==> config.mk <==
export PLATFORM = sky130hd
export DESIGN_NAME = dip_decode
export DESIGN_NICKNAME = d
export VERILOG_FILES = /design/src/rtl/dip_pkg.sv /design/src/rtl/dip_decode.sv
export SDC_FILE = /design/constraint.sdc
export NUM_CORES = 1
export LEC_CHECK = 0
export BUFFER_PORTS_ARGS = -buffer_cell sky130_fd_sc_hd__buf_2
export CAP_MARGIN = 10
export CORE_AREA = 2 2 39 41
export DETAILED_ROUTE_END_ITERATION = 8
export DIE_AREA = 0 0 41 43
export PLACE_DENSITY = 0.7
export SETUP_SLACK_MARGIN = 0.5
export SLEW_MARGIN = 40
export SYNTH_ARGS = -nofsm -noshare
export SYNTH_HDL_FRONTEND = slang
export SYNTH_SLANG_ARGS = --single-unit
==> constraint.sdc <==
create_clock -name vclk -period 1.7
set_clock_uncertainty 0.15 [all_clocks]
set_input_delay 0.085 -clock vclk [all_inputs]
set_output_delay 0.085 -clock vclk [all_outputs]
set_load 0.02 [all_outputs]
==> src/rtl/dip_pkg.sv <==
package dip_pkg;
  localparam int unsigned OP_W  = 6;
  localparam int unsigned RIX_W = 5;

  localparam logic [OP_W-1:0] OP_RFORM = 6'h00;
  localparam logic [OP_W-1:0] OP_ADDI  = 6'h08;
  localparam logic [OP_W-1:0] OP_ADDIU = 6'h09;
  localparam logic [OP_W-1:0] OP_BEQ   = 6'h04;
  localparam logic [OP_W-1:0] OP_BNE   = 6'h05;
  localparam logic [OP_W-1:0] OP_LOAD  = 6'h23;
  localparam logic [OP_W-1:0] OP_STORE = 6'h2B;

  typedef enum logic [2:0] {
    IC_ILL = 3'd0,
    IC_ALU = 3'd1,
    IC_BR  = 3'd2,
    IC_LD  = 3'd3,
    IC_ST  = 3'd4
  } iclass_e;

  typedef struct packed {
    iclass_e          cls;
    logic [RIX_W-1:0] s1;
    logic [RIX_W-1:0] s2;
    logic [RIX_W-1:0] dst;
    logic             u1;
    logic             u2;
    logic             wr;
  } dec_t;

  function automatic logic fits_a(iclass_e c);
    return (c == IC_ALU) || (c == IC_BR);
  endfunction

  function automatic logic fits_b(iclass_e c);
    return (c == IC_LD) || (c == IC_ST);
  endfunction

  function automatic logic reads_reg(dec_t d, logic [RIX_W-1:0] r);
    return (r != '0) && ((d.u1 && d.s1 == r) || (d.u2 && d.s2 == r));
  endfunction
endpackage

==> src/rtl/dip_decode.sv <==
module dip_decode
  import dip_pkg::*;
#(
  parameter int unsigned INSN_W = 32
) (
  input  logic [INSN_W-1:0] insn,
  output dec_t              dec
);
  localparam int unsigned OP_HI = INSN_W - 1;
  localparam int unsigned RS_HI = OP_HI - OP_W;
  localparam int unsigned RT_HI = RS_HI - RIX_W;
  localparam int unsigned RD_HI = RT_HI - RIX_W;
  localparam int unsigned LO_HI = RD_HI - RIX_W;

  logic [OP_W-1:0]  op;
  logic [RIX_W-1:0] rs, rt, rd;
  logic             unused_low;

  assign op = insn[OP_HI -: OP_W];
  assign rs = insn[RS_HI -: RIX_W];
  assign rt = insn[RT_HI -: RIX_W];
  assign rd = insn[RD_HI -: RIX_W];
  assign unused_low = ^insn[LO_HI:0];

  always_comb begin
    dec = '0;
    unique case (op)
      OP_RFORM: begin
        dec.cls = IC_ALU;
        dec.s1 = rs; dec.u1 = 1'b1;
        dec.s2 = rt; dec.u2 = 1'b1;
        dec.dst = rd; dec.wr = 1'b1;
      end
      OP_ADDI, OP_ADDIU: begin
        dec.cls = IC_ALU;
        dec.s1 = rs; dec.u1 = 1'b1;
        dec.dst = rt; dec.wr = 1'b1;
      end
      OP_BEQ, OP_BNE: begin
        dec.cls = IC_BR;
        dec.s1 = rs; dec.u1 = 1'b1;
        dec.s2 = rt; dec.u2 = 1'b1;
      end
      OP_LOAD: begin
        dec.cls = IC_LD;
        dec.s1 = rs; dec.u1 = 1'b1;
        dec.dst = rt; dec.wr = 1'b1;
      end
      OP_STORE: begin
        dec.cls = IC_ST;
        dec.s1 = rs; dec.u1 = 1'b1;
        dec.s2 = rt; dec.u2 = 1'b1;
      end
      default: dec.cls = IC_ILL;
    endcase
  end
endmodule

# After elaboration in Yosys (flattened, before gate mapping)

Cells that the tools add are included.
Widths: inputs -> output; s select.

Register bits after elaboration: 0
Output and inout bits: 21
Input bits: 32

Equality and inequality tests: 6
Mux-type cells: 7
Reduce and logical (&&, ||, !) cells: 7

Operators by type and width:

| cell               | count |
|---|---|
| $eq 6x3->1 const B | 2 |
| $eq 6x4->1 const B | 2 |
| $eq 6x6->1 const B | 2 |
| $pmux 3 s4         | 1 |
| $mux 5             | 2 |
| $pmux 5 s2         | 1 |
| $reduce_or 4->1    | 2 |
| $reduce_or 7->1    | 1 |
| $logic_not 6->1    | 1 |
| $reduce_or 3->1    | 2 |
| $mux 1             | 3 |
| $reduce_or 2->1    | 1 |

# Logic depth before layout (Yosys ltp)

Gate-level depths: netlist of the first run.

Depth after elaboration: 3
Gate-level depth with buffers: 4
Gate-level depth less buffers: 3

# Worst setup path before layout of the first run

OpenSTA, ideal clock, no wires.

Path kind: in2out
From: in insn[27]
To: out dec[10] in the netlist's numbering
Required time: 1465 ps
Path buffers: 0
Arrival time: 1221 ps
Path slack: 244 ps
Cell stages on the path: 3
Cell sequence: or3_1 a2bb2oi_1 nor3b_1

RTL lines:

| element            | line            | text |
|---|---|---|
| start: declaration | dip_decode.sv:6 | `input logic [INSN_W-1:0] insn,` |
| end: declaration   | dip_decode.sv:7 | `output dec_t dec` |

==> results.sh, run 1 <==
export IMPL_power_leakage_nw=0.4044
export IMPL_finalCriticalPeriod_ns=1.487
export IMPL_finalHoldWorstSlack_ns=0.3094
export IMPL_critPathArrivalTime_ns=1.25
export IMPL_setup_viol=0
export IMPL_synth_cell_types=21
export IMPL_vias=534
export IMPL_grt_overflow_total=0
export IMPL_core_region_area_um2=1384
export IMPL_finalHoldViolations=0
export IMPL_synth_fp_nets=72
export IMPL_p_comb_share_pct=100.0
export IMPL_internal_power_uw=96.69
export IMPL_die_w_um=41
export IMPL_n_sequential_cell=0
export IMPL_diodes=0
export IMPL_placed_area_um2=716.9
export IMPL_grt_max_degree=14
export IMPL_p_per_area_nw_per_um2=207.6
export IMPL_port_buffers=42
export IMPL_fin_tns_setup_ns=0
export IMPL_routed_wl_um=1397
export IMPL_maxSlewViolCount=0
export IMPL_grt_use_total_pct=17.94
export IMPL_min_path_type="input port to primary output"
export IMPL_regArea_um2=0
export IMPL_antenna_found_initial=0
export IMPL_fmax_ghz=0.6727
export IMPL_rsz0062_at_grt="true"
export IMPL_drive_gt1_share_pct=84.88
export IMPL_routed_via_density=5.235
export IMPL_row_count=14
export IMPL_chipHeight_um=43
export IMPL_max_cap_violations=0
export IMPL_synth_warnings=0
export IMPL_swShare_pct=48.80
export IMPL_synth_top_area_cell="nor3b_1"
export IMPL_worst_ep_required_time_ns=1.46
export IMPL_dr_pass1_iters=2
export IMPL_start_util_pct=20.71
export IMPL_grt_pass1_wl_um=2249
export IMPL_worstMarginPinSlew_ns=0.3613
export IMPL_wl_per_cell_um=13.70
export IMPL_clkbuf_count=0
export IMPL_critPathCapture="dec[12]"
export IMPL_clock_power_share_pct=0
export IMPL_relSlewSlack_pct=75.92
export IMPL_mostFrequentLayoutCells="buf_2 (23), buf_6 (17), nor3b_4 (10)"
export IMPL_status="finished clean"
export IMPL_nFillCells=129
export IMPL_synth_avg_cell_area_um2=7.163
export IMPL_p_switching_uw=92.14
export IMPL_dp_cells=97
export IMPL_critPathMaxFanout=4
export IMPL_area_delta_synth_final_pct=217.5
export IMPL_layout_commonest_cell="buf_2"
export IMPL_drc_errors=0
export IMPL_dp_hpwl_um=988.7
export IMPL_fin_area_um2=909.6
export IMPL_gp_congestion=0.8171
export IMPL_min_period_over_period_pct=87.44
export IMPL_ys_seq_area_share_pct=0
export IMPL_ant_nets=0
export IMPL_drt_initial_drc_count=1
export IMPL_power_frac_seq_pct=0
export IMPL_dieArea_um2=1763
export IMPL_fin_cells=102
export IMPL_synth_area_leaders="nor3b_1 (26%), a22o_1 (15%), a211oi_1 (7.9%), a211oi_2 (4.4%), nor4_2 (4.4%)"
export IMPL_io_pins=53
export IMPL_mappedNetlistArea_um2=286.5
export IMPL_synth_cells=40
export IMPL_crit_type="input port to primary output"
export IMPL_synth_top_area_share_pct=26.20
export IMPL_critPathCaptureType="primary output"
export IMPL_first_global_vias=518
export IMPL_cp_start_kind="input port"
export IMPL_crit_start="insn[31]"
export IMPL_ctsHoldBuffers=0
export IMPL_peakVddDrop_v=0.0001135
export IMPL_finalNetCount=120
==> per-layer routing <==
layer  GRT usage, %  part of all wire (%)
met1          19.49                    33
met2          35.31                    57
met3         0.5236                   7.5
met4          2.667                   1.9
met5              0                     0
==> cells in the mapped netlist (2+ instances only) <==
master	count
a211oi_1	3
a21oi_1	2
a22o_1	5
buf_2	2
nor2_1	3
nor3b_1	10
==> how the worst min path moves through the flow <==
stage	start	to	slack, ns	cells past startpoint
3_3_place_gp	insn[15]	dec[7]	0.35	3
6_report	insn[29]	dec[19]	0.31	3
5_1_grt	insn[29]	dec[19]	0.32	3
2_1_floorplan	insn[29]	dec[19]	0.06	1
3_5_place_dp	insn[15]	dec[7]	0.35	3
4_1_cts	insn[29]	dec[19]	0.31	3
==> critical path, cell delays in order <==
cell	delay, ns
buf_8	0.10
or3_4	0.41
a2bb2oi_4	0.19
buf_4	0.15
nor3b_4	0.17
buf_6	0.14
==> power groups by stage <==
stage          logic, mW  registers (mW)  clock network, mW
2_1_floorplan     0.0983               0                  0
3_3_place_gp       0.149               0                  0
3_5_place_dp       0.152               0                  0
4_1_cts            0.183               0                  0
5_1_grt            0.202               0                  0
6_report           0.189               0                  0
==> final cells by class <==
type	count	area (µm²)	area share, %
Multi-Input combinational cell	36	479.2	52.68
Inverter	1	3.754	0.4127
Tap cell	16	20.02	2.201
Timing Repair Buffer	49	406.6	44.70
==> timing repair <==
action | CTS | global route
pin swaps | 12 | 2
gates resized for setup | 40 | 6
endpoints found under the setup margin | 18 | 20
buffers inserted | 4 | 1
==> cells by family after synthesis <==
logic type	count (synthesis)	synth area share [%]
buf+inv	4	6.111
compound gates	13	35.80
simple gates	23	58.08
==> metrics by stage <==
stage	total power [mW]	utilization (%)	setup slack (ns)
floorplan	0.09827	-	0.3949
global placement	0.1492	51.81	0.09285
detailed placement	0.1519	51.81	0.08184
CTS	0.1827	63.56	0.2126
global route	0.2018	65.73	0.1537
finish	0.1888	65.73	0.2135
(Power assumes the default switching activity.)
==> run 2, diff against run 1 <==
--- a/config.mk
+++ b/config.mk
@@ -10,6 +10,7 @@
 export CORE_AREA = 2 2 39 41
 export DETAILED_ROUTE_END_ITERATION = 8
 export DIE_AREA = 0 0 41 43
+export GPL_TIMING_DRIVEN = 0
 export PLACE_DENSITY = 0.7
 export SETUP_SLACK_MARGIN = 0.5
 export SLEW_MARGIN = 40
==> run 2 against run 1 <==
Compared with the run above:
- final area increased by 6.9%
- die area stayed put
- sequential share of layout area is the same
- routed wire length shrank 1.5%
- power up 7.9%
- combinational power increased by 8%
- worst setup slack improved by 0.024 ns
- largest cell class unchanged
==> results.sh, run 2 (synthesis results as in run 1) <==
export IMPL_status="finished clean"
export IMPL_setup_ws_ns=0.2375
export IMPL_critPathCapture="dec[7]"
export IMPL_power_leakage_nw=0.4283
export IMPL_drive_gt1_share_pct=86.52
export IMPL_regArea_um2=0
export IMPL_clkbuf_count=0
export IMPL_relSlewSlack_pct=73.53
export IMPL_finalCriticalPeriod_ns=1.462
export IMPL_fin_tns_setup_ns=0
export IMPL_maxSlewViolCount=0
export IMPL_critPathCaptureType="primary output"
export IMPL_crit_type="input port to primary output"
export IMPL_routed_via_density=4.981
export IMPL_drc_errors=0
export IMPL_mostFrequentLayoutCells="buf_2 (20), buf_6 (19), nor3b_4 (10)"
export IMPL_dp_hpwl_um=939.7
export IMPL_io_pins=53
export IMPL_critPathArrivalTime_ns=1.23
export IMPL_fin_util_pct=70.25
export IMPL_area_delta_synth_final_pct=239.3
export IMPL_placed_area_um2=711.9
export IMPL_row_count=14
export IMPL_start_util_pct=20.71
export IMPL_dr_pass1_iters=2
export IMPL_grt_pass1_wl_um=2159
export IMPL_vias=523
export IMPL_rsz0062_at_grt="true"
export IMPL_wl_per_cell_um=13.10
export IMPL_min_period_over_period_pct=86.03
export IMPL_grt_overflow_total=0
export IMPL_clock_power_share_pct=0
export IMPL_nFillCells=108
export IMPL_dp_cells=96
export IMPL_ant_nets=0
export IMPL_fmax_ghz=0.6838
export IMPL_core_region_area_um2=1384
export IMPL_p_switching_uw=96.34
export IMPL_critPathMaxFanout=5
export IMPL_cp_start_kind="input port"
export IMPL_setup_viol=0
export IMPL_antenna_found_initial=0
export IMPL_crit_start="insn[31]"
export IMPL_power_uw=203.7
export IMPL_power_frac_seq_pct=0
export IMPL_worst_ep_required_time_ns=1.46
export IMPL_multiInputGateArea_um2=491.7
export IMPL_dp_slack_ns=0.07734
export IMPL_chipHeight_um=43
export IMPL_ctsHoldBuffers=0
export IMPL_grt_use_total_pct=16.60
export IMPL_port_buffers=40
export IMPL_peakVddDrop_v=0.0001364
export IMPL_first_global_vias=492
export IMPL_fin_cells=105
export IMPL_die_w_um=41
export IMPL_diodes=0
export IMPL_grt_max_degree=11
export IMPL_routed_wl_um=1376
export IMPL_drt_initial_drc_count=2
export IMPL_n_sequential_cell=0
export IMPL_gp_congestion=0.7623
export IMPL_swShare_pct=47.30
export IMPL_p_per_area_nw_per_um2=209.5
export IMPL_fin_area_um2=972.2
export IMPL_holdPathStages=3
export IMPL_finalHoldViolations=0
export IMPL_finalNetCount=123
export IMPL_dieArea_um2=1763
export IMPL_min_path_type="input port to primary output"
export IMPL_max_cap_violations=0
export IMPL_layout_commonest_cell="buf_2"
export IMPL_finalHoldWorstSlack_ns=0.3176
export IMPL_internal_power_uw=107.4
export IMPL_worstMarginPinSlew_ns=0.3957
export IMPL_p_comb_share_pct=100.0
-- run 2: cell types whose count changed in the layout (fill, tap and decap cells not counted) --
cell / delta
buf_2: -3
buf_4: +2
buf_6: +2
nor2_2: +2
a211oi_2: -1
a211oi_4: +1
a21oi_2: -1
a21oi_4: +1
buf_12: +1
clkbuf_4: +1
nor2_1: -1
nor2_4: -1
-- run 2: layer usage --
| layer | part of all wire (%) | global-route usage [%] |
|---|---|---|
| met2 | 54 | 30.94 |
| met4 | 0 | 0 |
| met1 | 38 | 20.63 |
| met3 | 8.0 | 1.047 |
| met5 | 0 | 0 |
-- run 2: worst min path at each step --
stage | start | endpoint | slack (ns)
after floorplan | insn[29] | dec[19] | 0.06
after global placement | insn[28] | dec[18] | 0.31
after detailed placement | insn[28] | dec[18] | 0.32
after CTS | insn[28] | dec[18] | 0.32
after global routing | insn[28] | dec[18] | 0.33
final | insn[28] | dec[18] | 0.32
-- run 2: area by class of cell --
class / count / share of cell area, %
buffer: 3 / 3.346
inverter: 1 / 0.3861
multi-input combinational: 36 / 50.58
tap: 16 / 2.059
timing repair buffer: 49 / 43.63
-- run 2: critical path, stage by stage --
cell,delay (ns)
buf_8,0.10
or3b_4,0.40
a211oi_4,0.31
a22o_1,0.22
buf_6,0.12
-- run 2: power groups by stage --
stage | registers [mW] | clock network, mW | logic, mW
floorplan | 0 | 0 | 0.0983
global placement | 0 | 0 | 0.146
detailed placement | 0 | 0 | 0.148
CTS | 0 | 0 | 0.194
global route | 0 | 0 | 0.217
finish | 0 | 0 | 0.204
-- run 2: what timing repair did --
action / 4_1_cts / 5_1_grt
pin swaps: 16 / 9
buffers inserted: 5 / 4
endpoints found under the setup margin: 18 / 20
gates resized for setup: 47 / 5
==> run 3, diff against run 2 <==
==> constraint.sdc (replaced) <==
create_clock -name vclk -period 1.7
set_clock_uncertainty 0.15 [all_clocks]
set_input_delay 0.085 -clock vclk [all_inputs]
set_output_delay 0.085 -clock vclk [all_outputs]
set_load 0.1 [all_outputs]
==> run 3 against run 2 <==
Compared with the run above:
- critical endpoint is now dec[3]
- largest cell class is now non-clock buffers
- clock-buffer cell count unchanged
- sequential cell count unchanged
- combinational power up 71%
- critical path depth up 1
- critical path type unchanged
- non-clock buffer count up 3
==> results.sh, run 3 (synthesis results as in run 1) <==
export IMPL_status="finished clean"
export IMPL_path_cells="buf_8 > or3b_4 > a211oi_4 > buf_6 > a22o_4 > buf_12"
export IMPL_fin_util_pct=95.30
export IMPL_routed_via_density=5.509
export IMPL_maxSlewViolCount=0
export IMPL_area_delta_synth_final_pct=360.3
export IMPL_die_w_um=41
export IMPL_layout_commonest_cell="buf_12"
export IMPL_grt_max_degree=11
export IMPL_worst_ep_required_time_ns=1.46
export IMPL_port_buffers=40
export IMPL_critPathArrivalTime_ns=1.33
export IMPL_regArea_um2=0
export IMPL_chipHeight_um=43
export IMPL_cp_top_family="buffers and inverters"
export IMPL_routed_wl_um=2703
export IMPL_dp_slack_ns=-0.3308
export IMPL_dp_cells=96
export IMPL_diodes=0
export IMPL_p_switching_uw=199.3
export IMPL_nFillCells=34
export IMPL_crit_path_top_delay_cell="or3b_4"
export IMPL_clock_power_share_pct=0
export IMPL_grt_overflow_total=0
export IMPL_rsz0062_at_grt="true"
export IMPL_mostFrequentLayoutCells="buf_12 (23), buf_2 (15), nor3b_4 (10)"
export IMPL_placed_area_um2=799.5
export IMPL_core_region_area_um2=1384
export IMPL_dp_hpwl_um=950.7
export IMPL_relSlewSlack_pct=70.03
export IMPL_p_per_area_nw_per_um2=264.0
export IMPL_peakVddDrop_v=0.0001925
export IMPL_power_leakage_nw=0.5447
export IMPL_p_comb_share_pct=100.0
export IMPL_gp_congestion=0.7131
export IMPL_power_frac_seq_pct=0
export IMPL_grt_pass1_wl_um=3353
export IMPL_drive_gt1_share_pct=94.57
export IMPL_first_global_vias=640
export IMPL_dr_pass1_iters=4
export IMPL_fin_area_um2=1319
export IMPL_critPathCaptureType="primary output"
export IMPL_clkbuf_count=0
export IMPL_drt_initial_drc_count=13
export IMPL_fmax_ghz=0.6397
export IMPL_antenna_found_initial=0
export IMPL_cp_num_buf_inv=3
export IMPL_vias=595
export IMPL_critPathMaxStageDelay_ns=0.40
export IMPL_internal_power_uw=148.9
export IMPL_ant_nets=0
export IMPL_io_pins=53
export IMPL_finalNetCount=126
export IMPL_cp_start_kind="input port"
export IMPL_crit_type="input port to primary output"
export IMPL_wl_per_cell_um=25.03
export IMPL_start_util_pct=20.71
export IMPL_critPathMaxFanout=7
export IMPL_row_count=14
export IMPL_setup_viol=0
export IMPL_n_sequential_cell=0
export IMPL_min_path_type="input port to primary output"
export IMPL_drc_errors=0
export IMPL_finalCriticalPeriod_ns=1.563
export IMPL_ctsHoldBuffers=0
export IMPL_max_cap_violations=0
export IMPL_setup_ws_ns=0.1367
export IMPL_fin_cells=108
export IMPL_min_period_over_period_pct=91.96
export IMPL_worstMarginPinSlew_ns=0.4465
export IMPL_grt_use_total_pct=27.40
export IMPL_dieArea_um2=1763
export IMPL_finalHoldViolations=0
export IMPL_swShare_pct=57.24
run 3: through the flow:
stage | total power, mW | setup TNS, ns | hold WS, ns
after floorplan | 0.1879 | -0.9259 | 0.1291
final | 0.3482 | 0 | 0.3905
after detailed placement | 0.2392 | -1.861 | 0.4594
after global placement | 0.2374 | -1.705 | 0.4575
after global routing | 0.3567 | 0 | 0.3974
after CTS | 0.3229 | 0 | 0.3869
run 3: power by group through the flow:
stage	combinational [mW]	clock, mW	sequential, mW
after floorplan	0.188	0	0
after global placement	0.237	0	0
after detailed placement	0.239	0	0
after CTS	0.323	0	0
after global routing	0.357	0	0
final	0.348	0	0
run 3: layer usage:
metal | part of all wire (%) | GRT usage, % | vias up
li1 | - | - | 263
met1 | 35 | 31.43 | 287
met2 | 54 | 46.56 | 33
met3 | 4.8 | 3.665 | 12
met4 | 5.5 | 12.67 | 0
met5 | 0 | 0 | -
run 3: repair_timing:
item,4_1_cts,5_1_grt
setup endpoints to repair,21,21
resized for setup,97,10
pin swaps,18,11
setup buffers,11,0
cloned,1,0
run 3: final timing paths:
check / startpoint / end / slack (ns) / depth (start not counted)
max: insn[27] / dec[3] / 0.14 / 6
min: insn[13] / dec[5] / 0.39 / 3
run 3: cell type report:
class	count	area (µm²)	area share, %
Inverter	1	3.754	0.2846
Buffer	3	41.29	3.131
Multi-Input combinational cell	36	571.8	43.36
Tap cell	16	20.02	1.518
Timing Repair Buffer	52	681.9	51.71
